[config.mk]
export PLATFORM = sky130hd
export DESIGN_NAME = phy_cr_master
export DESIGN_NICKNAME = d
export VERILOG_FILES = /design/src/rtl/phy_cr_pkg.sv /design/src/rtl/cr_poll_timer.sv /design/src/rtl/cr_word_map.sv /design/src/rtl/cr_seq.sv /design/src/rtl/phy_cr_master.sv
export SDC_FILE = /design/constraint.sdc
export NUM_CORES = 1
export LEC_CHECK = 0
export BUFFER_PORTS_ARGS = -buffer_cell sky130_fd_sc_hd__buf_2
export CORE_MARGIN = 2
export CORE_UTILIZATION = 35
export DETAILED_ROUTE_END_ITERATION = 6
export HOLD_SLACK_MARGIN = 0.08
export PLACE_DENSITY = 0.67
export SETUP_SLACK_MARGIN = 0.05
export SLEW_MARGIN = 10
export SYNTH_ARGS = -nofsm -noshare
export SYNTH_HDL_FRONTEND = slang
export SYNTH_SLANG_ARGS = --single-unit
[constraint.sdc]
create_clock -name clk_i -period 3.9 [get_ports clk_i]
set_clock_uncertainty 0.1 [all_clocks]
set_input_delay 0.78 -clock clk_i [delete_from_list [all_inputs] [get_ports clk_i]]
set_output_delay 0.78 -clock clk_i [all_outputs]
set_load 0.05 [all_outputs]
[src/rtl/phy_cr_pkg.sv]
package phy_cr_pkg;
  localparam int unsigned BIT_CAPA = 16;
  localparam int unsigned BIT_PD   = 20;
  localparam int unsigned BIT_ACK  = 18;
  localparam int unsigned N_STB    = 4;

  typedef enum logic [1:0] {
    OP_ADDR  = 2'd0,
    OP_WRITE = 2'd1,
    OP_READ  = 2'd2,
    OP_NONE  = 2'd3
  } cr_op_e;

  // strobe index; bit position is BIT_CAPA + index
  typedef enum logic [1:0] {
    SB_CAPA = 2'd0,
    SB_CAPD = 2'd1,
    SB_WR   = 2'd2,
    SB_RD   = 2'd3
  } cr_stb_e;

  typedef enum logic [1:0] {
    ST_IDLE,
    ST_LOAD,
    ST_HI,
    ST_LO
  } cr_state_e;
endpackage

[src/rtl/cr_poll_timer.sv]
module cr_poll_timer #(
  parameter int unsigned GAP_W     = 8,
  parameter int unsigned MAX_POLLS = 10
) (
  input  logic             clk_i,
  input  logic             rst_ni,
  input  logic             arm_i,
  input  logic             run_i,
  input  logic [GAP_W-1:0] gap_i,
  output logic             tick_o,
  output logic             last_o
);
  localparam int unsigned PW = $clog2(MAX_POLLS + 1);

  logic [GAP_W-1:0] gcnt_q;
  logic [PW-1:0]    pcnt_q;

  always_ff @(posedge clk_i or negedge rst_ni) begin
    if (!rst_ni) begin
      gcnt_q <= '0;
      pcnt_q <= '0;
    end else if (arm_i) begin
      gcnt_q <= gap_i;
      pcnt_q <= '0;
    end else if (run_i) begin
      if (gcnt_q != '0) begin
        gcnt_q <= gcnt_q - 1'b1;
      end else begin
        gcnt_q <= gap_i;
        pcnt_q <= pcnt_q + 1'b1;
      end
    end
  end

  assign tick_o = run_i && (gcnt_q == '0);
  assign last_o = (pcnt_q == PW'(MAX_POLLS - 1));
endmodule

[src/rtl/cr_word_map.sv]
module cr_word_map
  import phy_cr_pkg::*;
#(
  parameter int unsigned DATA_W = 16,
  parameter int unsigned CTRL_W = 32
) (
  input  logic [DATA_W-1:0] din_i,
  input  logic [N_STB-1:0]  stb_i,
  input  logic              pd_i,
  input  logic [CTRL_W-1:0] stat_i,
  output logic [CTRL_W-1:0] ctrl_o,
  output logic              ack_o,
  output logic [DATA_W-1:0] dout_o
);
  always_comb begin
    ctrl_o                     = '0;
    ctrl_o[DATA_W-1:0]         = din_i;
    ctrl_o[BIT_CAPA +: N_STB]  = stb_i;
    ctrl_o[BIT_PD]             = pd_i;
  end

  assign ack_o  = stat_i[BIT_ACK];
  assign dout_o = stat_i[DATA_W-1:0];
endmodule

[src/rtl/cr_seq.sv]
module cr_seq
  import phy_cr_pkg::*;
#(
  parameter int unsigned DATA_W = 16
) (
  input  logic              clk_i,
  input  logic              rst_ni,
  input  logic              cmd_valid_i,
  input  logic [1:0]        cmd_op_i,
  input  logic [DATA_W-1:0] cmd_data_i,
  input  logic              ack_i,
  input  logic [DATA_W-1:0] sdata_i,
  input  logic              tick_i,
  input  logic              last_i,
  output logic              arm_o,
  output logic              run_o,
  output logic [N_STB-1:0]  stb_o,
  output logic [DATA_W-1:0] din_o,
  output logic              busy_o,
  output logic              done_o,
  output logic              timeout_o,
  output logic [DATA_W-1:0] rdata_o
);
  cr_state_e         state_q;
  cr_op_e            op_q;
  cr_stb_e           sel_q;
  logic              on_q;
  logic [DATA_W-1:0] din_q, rdata_q;
  logic              done_q, to_q;

  cr_op_e op_in;
  logic   hi_ok, lo_ok, chain_wr;

  assign op_in    = cr_op_e'(cmd_op_i);
  assign hi_ok    = (state_q == ST_HI) && tick_i && ack_i;
  assign lo_ok    = (state_q == ST_LO) && tick_i && !ack_i;
  assign chain_wr = (op_q == OP_WRITE) && (sel_q == SB_CAPD);

  // restart the poll window on every phase entry
  assign arm_o = (state_q == ST_LOAD) || hi_ok || (lo_ok && chain_wr && !din_q[0]);
  assign run_o = (state_q == ST_HI) || (state_q == ST_LO);

  always_ff @(posedge clk_i or negedge rst_ni) begin
    if (!rst_ni) begin
      state_q <= ST_IDLE;
      op_q    <= OP_ADDR;
      sel_q   <= SB_CAPA;
      on_q    <= 1'b0;
      din_q   <= '0;
      rdata_q <= '0;
      done_q  <= 1'b0;
      to_q    <= 1'b0;
    end else begin
      done_q <= 1'b0;
      to_q   <= 1'b0;
      unique case (state_q)
        ST_IDLE: begin
          if (cmd_valid_i && op_in != OP_NONE) begin
            op_q    <= op_in;
            on_q    <= 1'b0;
            state_q <= ST_LOAD;
            if (op_in != OP_READ) din_q <= cmd_data_i;
            unique case (op_in)
              OP_ADDR:  sel_q <= SB_CAPA;
              OP_WRITE: sel_q <= SB_CAPD;
              default:  sel_q <= SB_RD;
            endcase
          end
        end
        ST_LOAD: begin
          on_q    <= 1'b1;
          state_q <= ST_HI;
        end
        ST_HI: begin
          if (hi_ok) begin
            if (sel_q == SB_RD) rdata_q <= sdata_i;
            on_q    <= 1'b0;
            state_q <= ST_LO;
          end else if (tick_i && last_i) begin
            on_q    <= 1'b0;
            to_q    <= 1'b1;
            state_q <= ST_IDLE;
          end
        end
        ST_LO: begin
          if (lo_ok) begin
            if (chain_wr) begin
              sel_q <= SB_WR;
              on_q  <= 1'b1;
              if (din_q[0]) begin
                // PHY reset: it cannot acknowledge
                done_q  <= 1'b1;
                state_q <= ST_IDLE;
              end else begin
                state_q <= ST_HI;
              end
            end else begin
              done_q  <= 1'b1;
              state_q <= ST_IDLE;
            end
          end else if (tick_i && last_i) begin
            to_q    <= 1'b1;
            state_q <= ST_IDLE;
          end
        end
        default: state_q <= ST_IDLE;
      endcase
    end
  end

  generate
    for (genvar i = 0; i < N_STB; i++) begin : g_stb
      assign stb_o[i] = on_q && (sel_q == cr_stb_e'(i));
    end
  endgenerate

  assign din_o     = din_q;
  assign busy_o    = (state_q != ST_IDLE);
  assign done_o    = done_q;
  assign timeout_o = to_q;
  assign rdata_o   = rdata_q;
endmodule

[src/rtl/phy_cr_master.sv]
module phy_cr_master
  import phy_cr_pkg::*;
#(
  parameter int unsigned DATA_W    = 16,
  parameter int unsigned CTRL_W    = 32,
  parameter int unsigned GAP_W     = 8,
  parameter int unsigned MAX_POLLS = 10
) (
  input  logic              clk_i,
  input  logic              rst_ni,
  input  logic              cmd_valid_i,
  input  logic [1:0]        cmd_op_i,
  input  logic [DATA_W-1:0] cmd_data_i,
  input  logic [GAP_W-1:0]  poll_gap_i,
  input  logic              test_pd_i,
  output logic [CTRL_W-1:0] ctrl_o,
  input  logic [CTRL_W-1:0] stat_i,
  output logic              busy_o,
  output logic              done_o,
  output logic              timeout_o,
  output logic [DATA_W-1:0] rdata_o
);
  logic              ack, tick, last, arm, run;
  logic [DATA_W-1:0] sdata, din;
  logic [N_STB-1:0]  stb;

  cr_word_map #(.DATA_W(DATA_W), .CTRL_W(CTRL_W)) u_map (
    .din_i  (din),
    .stb_i  (stb),
    .pd_i   (test_pd_i),
    .stat_i (stat_i),
    .ctrl_o (ctrl_o),
    .ack_o  (ack),
    .dout_o (sdata)
  );

  cr_poll_timer #(.GAP_W(GAP_W), .MAX_POLLS(MAX_POLLS)) u_tmr (
    .clk_i  (clk_i),
    .rst_ni (rst_ni),
    .arm_i  (arm),
    .run_i  (run),
    .gap_i  (poll_gap_i),
    .tick_o (tick),
    .last_o (last)
  );

  cr_seq #(.DATA_W(DATA_W)) u_seq (
    .clk_i       (clk_i),
    .rst_ni      (rst_ni),
    .cmd_valid_i (cmd_valid_i),
    .cmd_op_i    (cmd_op_i),
    .cmd_data_i  (cmd_data_i),
    .ack_i       (ack),
    .sdata_i     (sdata),
    .tick_i      (tick),
    .last_i      (last),
    .arm_o       (arm),
    .run_o       (run),
    .stb_o       (stb),
    .din_o       (din),
    .busy_o      (busy_o),
    .done_o      (done_o),
    .timeout_o   (timeout_o),
    .rdata_o     (rdata_o)
  );
endmodule

# Yosys cells after proc, flatten, opt, wreduce, memory -nomap -nowiden
# Cells that the tools add are included.
[op_classes] n_reduce_logical=33 n_mux=32 add_sub_neg=2 n_eq_ne=16
[op_table] op="$mux 8" n=3
[op_table] op="$mux 2" n=9
[op_table] op="$logic_and 1x1->1" n=14
[op_table] op="$mux 1" n=12
[op_table] op="$mux 4" n=3
[op_table] op="$eq 2x1->1 const B" n=4
[op_table] op="$eq 2x2->1 const B" n=4
[op_table] op="$logic_not 8->1" n=1
[op_table] op="$pmux 2 s2" n=2
[op_table] op="$pmux 2 s4" n=1
[op_table] op="$reduce_and 4->1" n=2
[op_table] op="$reduce_bool 8->1" n=1
[op_table] op="$sub 8x1->8 const B" n=1
[op_table] op="$logic_not 2->1" n=3
[op_table] op="$ne 2x1->1 const B" n=3
[op_table] op="$ne 2x2->1 const B" n=3
[op_table] op="$reduce_and 3->1" n=2
[op_table] op="$reduce_bool 2->1" n=3
[op_table] op="$add 4x1->4 const B" n=1
[op_table] op="$eq 4x4->1 const B" n=1
[op_table] op="$pmux 1 s4" n=1
[op_table] op="$reduce_and 2->1" n=2
[op_table] op="$logic_or 1x1->1" n=3
[op_table] op="$ne 3x2->1 const B" n=1
[op_table] op="2 further kinds" n=3
[word_totals] elab_cells=93 ff_bits=53 out_inout_bits=51 in_bits=62

# Logic depth before layout (Yosys ltp)
[logic_depth] depth_word=10 ltp_mapped=7 mapped_depth_nobuf=6

# Cells and area by module
# Synthesis repeated with hierarchy kept, for this count alone.
[hier_totals] hier_cells=266 area_unflattened_um2=2980.4
[modules_own_cells] mod="cr_seq" seq_area_each_um2=1026.0 cells_per_inst=129 n_inst=1 area_each_um2=1803.0
[modules_own_cells] mod="cr_poll_timer" seq_area_each_um2=300.3 cells_per_inst=87 n_inst=1 area_each_um2=805.8
[modules_own_cells] mod="cr_word_map" seq_area_each_um2=0.0 cells_per_inst=50 n_inst=1 area_each_um2=371.6

# Least setup slack after synthesis
# OpenSTA, ideal clock, no wires.
[synth_path] path_kind="flip-flop to output port" start="register u_seq.sel_q[1]" end="output port ctrl_o[16]" t_arrival_ns=1.591 slack_ns=1.429 required_ns=3.020 n_path_buf=0 stages_incl_launch_ff=2 path_cell_list="dfrtp_1 -> nor3b_1"
[synth_via] elab_chain_cells=2
[synth_rtl] element="start, declared" line="cr_seq.sv:26" rtl="cr_stb_e sel_q;"
[synth_rtl] element="start signal, assigned" line="cr_seq.sv:47" rtl="sel_q <= SB_CAPA;"
[synth_rtl] element="start signal, assigned" line="cr_seq.sv:64" rtl="OP_ADDR: sel_q <= SB_CAPA;"
[synth_rtl] element="start signal, assigned" line="cr_seq.sv:65" rtl="OP_WRITE: sel_q <= SB_CAPD;"
[synth_rtl] element="$logic_not 2->1" line="cr_seq.sv:113" rtl="assign stb_o[i] = on_q && (sel_q == cr_stb_e'(i));"
[synth_rtl] element="$logic_and 1x1->1" line="cr_seq.sv:113"
[synth_rtl] element="end, declared" line="phy_cr_master.sv:16" rtl="output logic [CTRL_W-1:0] ctrl_o,"
# Every way passes these cells.

# Final worst setup path
[layout_path] start="register u_seq.state_q[0]" end="output port busy_o"
[layout_via] elab_chain_cells=1
[layout_rtl] element="start, declared" line="cr_seq.sv:24" rtl="cr_state_e state_q;"
[layout_rtl] element="start signal, assigned" line="cr_seq.sv:45" rtl="state_q <= ST_IDLE;"
[layout_rtl] element="start signal, assigned" line="cr_seq.sv:61" rtl="state_q <= ST_LOAD;"
[layout_rtl] element="start signal, assigned" line="cr_seq.sv:72" rtl="state_q <= ST_HI;"
[layout_rtl] element="$reduce_bool 2->1" line="cr_seq.sv:118" rtl="assign busy_o = (state_q != ST_IDLE);"
[layout_rtl] element="end, declared" line="phy_cr_master.sv:18" rtl="output logic busy_o,"
# Every way passes these cells.

==> results.yml <==
run_status:
  run_status: "complete, no violations"
grt:
  grt_max_degree: 33
  grt-busiest-layer: "met2"
  gr-total-overflow: 0
  use_met1_pct: 17.4
  grt_pass1_vias: 2032
  met3_usage_pct: 2.84
  use_met2_pct: 23.2
  grtUsageTotal_pct: 13.7
  antenna_found_initial: 0
  grt_pass1_wl_mm: 9.25
synth:
  yosys.area.top_type: "dfrtp_1"
  synth_top_area_share_pct: 50.8
  ys_warn_count: 0
  seq_area_frac_synth_pct: 50.8
  ys_top_cells_by_count: "53 x dfrtp_1, 30 x mux2_2, 16 x nor2_1, 12 x buf_4, 11 x nand2_1"
  ys.flop_type: "dfrtp_1"
  synth_area_per_cell_um2: 11.3
  syn_inst: 232
  async_flop_share_pct: 100
  synth-seq-cells: 53
  yosys-top-cells-area: "dfrtp_1 51%, mux2_2 13%, buf_4 3.4%, nor2_1 2.3%, ha_1 1.9%"
  syn_area_um2: 2610
  synth_cell_types: 49
  synth_edf_count: 0
  synth_most_common_cell: "dfrtp_1"
pwr:
  powerDensity_nw_per_um2: 767
  vdd_drop_max_v: 0.000227
  p_leak_uw: 0.00159
timing:
  finalHoldViolCount: 0
  rsz0062_at_grt: "false"
  tns_ns: 0
  period_minus_slack_ns: 2.70
  max_slew_margin_pct: 42.9
  timing.final.crit_share_pct: 69.1
  fmax_mhz: 371
  setup_viol: 0
  worst_slew_pin_slew_ns: 0.855
  whs_ns: 0.390
  final_max_slew_viol_count: 0
place:
  hpwl_mm: 3.98
  io_buffers: 84
  place.gp.congestion: 0.890
floorplanning:
  die_area_um2: 8170
  die_y_um: 90.4
  ios: 113
  std_cell_rows: 31
  dieWidth_um: 90.4
  core_area_um2: 7250
  start_util_pct: 36.0
setup_path:
  worstSetupPathType: "register to primary output"
  required_ns: 3.02
  r2r_setup_slack_ns: 1.59
  start_kind: "register"
  cp-end-kind: "primary output"
  crit_fanout: 12
  rr_worst_depth: 3
  worstPathArrival_ns: 1.82
clock_network:
  clk_latency_ns: 0.31
  htree_levels: 2
  clk_path_buf_depth: 2
  numCtsBuffers: 5
  clk_pin_slew_ns: 0.10
  cts_setup_buffers: 0
  postCtsResizedCells: 0
  cts.sinks: 53
  cts_tree: "done"
  cts_hold_buf: 0
  clock-root-buffer: "clkbuf_8"
cells_and_area:
  fill_cells: 729
  drive_above_1_share_pct: 41.6
  fin_nets: 382
  syn_to_final_growth_pct: 22.4
  fin_util_pct: 44.1
  n_antenna_cell: 0
worst_hold_path:
  hold_depth: 1
  min_path_type: "register to register"
flow_run:
  cap_violations: 0
routing:
  drc: 0
  drtAntennaViolNets: 0
  wl_mm: 5.35
  via_per_inst: 5.02
  firstDrtPassIters: 5
  drtIter0Drc: 50
  wl_per_cell_um: 12.9
  via_count: 2090
==> routing by layer <==
metal	share of wire, %	vias up
li1	-	985
met1	43	1019
met2	49	75
met3	6.0	11
met4	1.6	0
met5	0	-
==> layout by cell type, fill, tap and decap left out, types with 2 or more instances in the layout <==
cell type and count:
buf_2 84, dfrtp_1 53, mux2_2 30, nor2_1 15, nand2_1 11, conb_1 11, inv_1 9, a21oi_1 8
nand3_1 8, o21ai_0 8, nor3_1 5, clkbuf_8 5, nor2b_1 4, o31ai_1 4, or4_1 4, ha_1 4
nand4b_1 3, nand3b_1 3, nor4_1 3, and3_1 3, o211ai_1 3, buf_4 3, nor3b_1 2, mux2_1 2
a31oi_1 2, or3_1 2, a32oi_1 2, o41ai_1 2
==> worst max-delay path, stage by stage (launching register included) <==
cell	delay [ns]
dfrtp_1	0.55
nor2_1	0.09
buf_4	0.19
inv_1	0.33
buf_2	0.35
==> path summary, 6_finish.rpt <==
path / startpoint / to
setup reg to reg: u_seq.state_q[0] / u_seq.din_o[2]
hold reg to reg: u_seq.rdata_o[10] / u_seq.rdata_o[10]
hold / removal: u_seq.rdata_o[10] / u_seq.rdata_o[10]
max in group asynchronous: rst_ni / u_seq.din_o[2]
min in group asynchronous: rst_ni / u_seq.rdata_o[9]
setup / recovery: u_seq.state_q[0] / busy_o
==> layout make-up <==
type | instances | area (µm²) | share of cell area [%]
sequential | 53 | 1330 | 41.5
multi-input combinational | 160 | 1160 | 36.2
timing repair buffer | 87 | 443 | 13.8
tap | 99 | 124 | 3.87
clock buffer | 5 | 68.8 | 2.15
clock inverter | 3 | 43.8 | 1.37
inverter | 9 | 33.8 | 1.06
==> report_power, final <==
part           switching, µW  internal [µW]  leakage [µW]  total [µW]
Sequential               192            757      0.000679         949
Clock                    185            193     0.0000585         378
Combinational            766            360      0.000853        1130
Total                   1140           1310       0.00159        2450
==> state kept, by name (all words and copies together), names as in the netlist, 2 cells and up <==
signal / cells
u_tmr.gcnt_q: 8
u_seq.din_o: 16
u_seq.state_q: 2
u_tmr.pcnt_q: 4
u_seq.op_q: 2
u_seq.sel_q: 2
u_seq.rdata_o: 16
==> kinds of logic after synthesis <==
group,synth area share [%]
compound gates,9.29
fa+ha+maj,1.92
buf+inv,6.42
flops,50.8
mux,13.8
other cells,0.144
simple gates,17.7
==> per-stage QoR <==
step,cell area (µm²),worst slack (ns),cells,power [µW]
6_report,3200,1.20,416,2450
2_1_floorplan,2650,1.43,242,1840
4_1_cts,3200,1.21,416,2480
3_5_place_dp,3090,1.26,408,2090
3_3_place_gp,3090,1.27,408,2070
5_1_grt,3200,1.10,416,2610
Note: power is estimated with default switching activity, not from simulation.
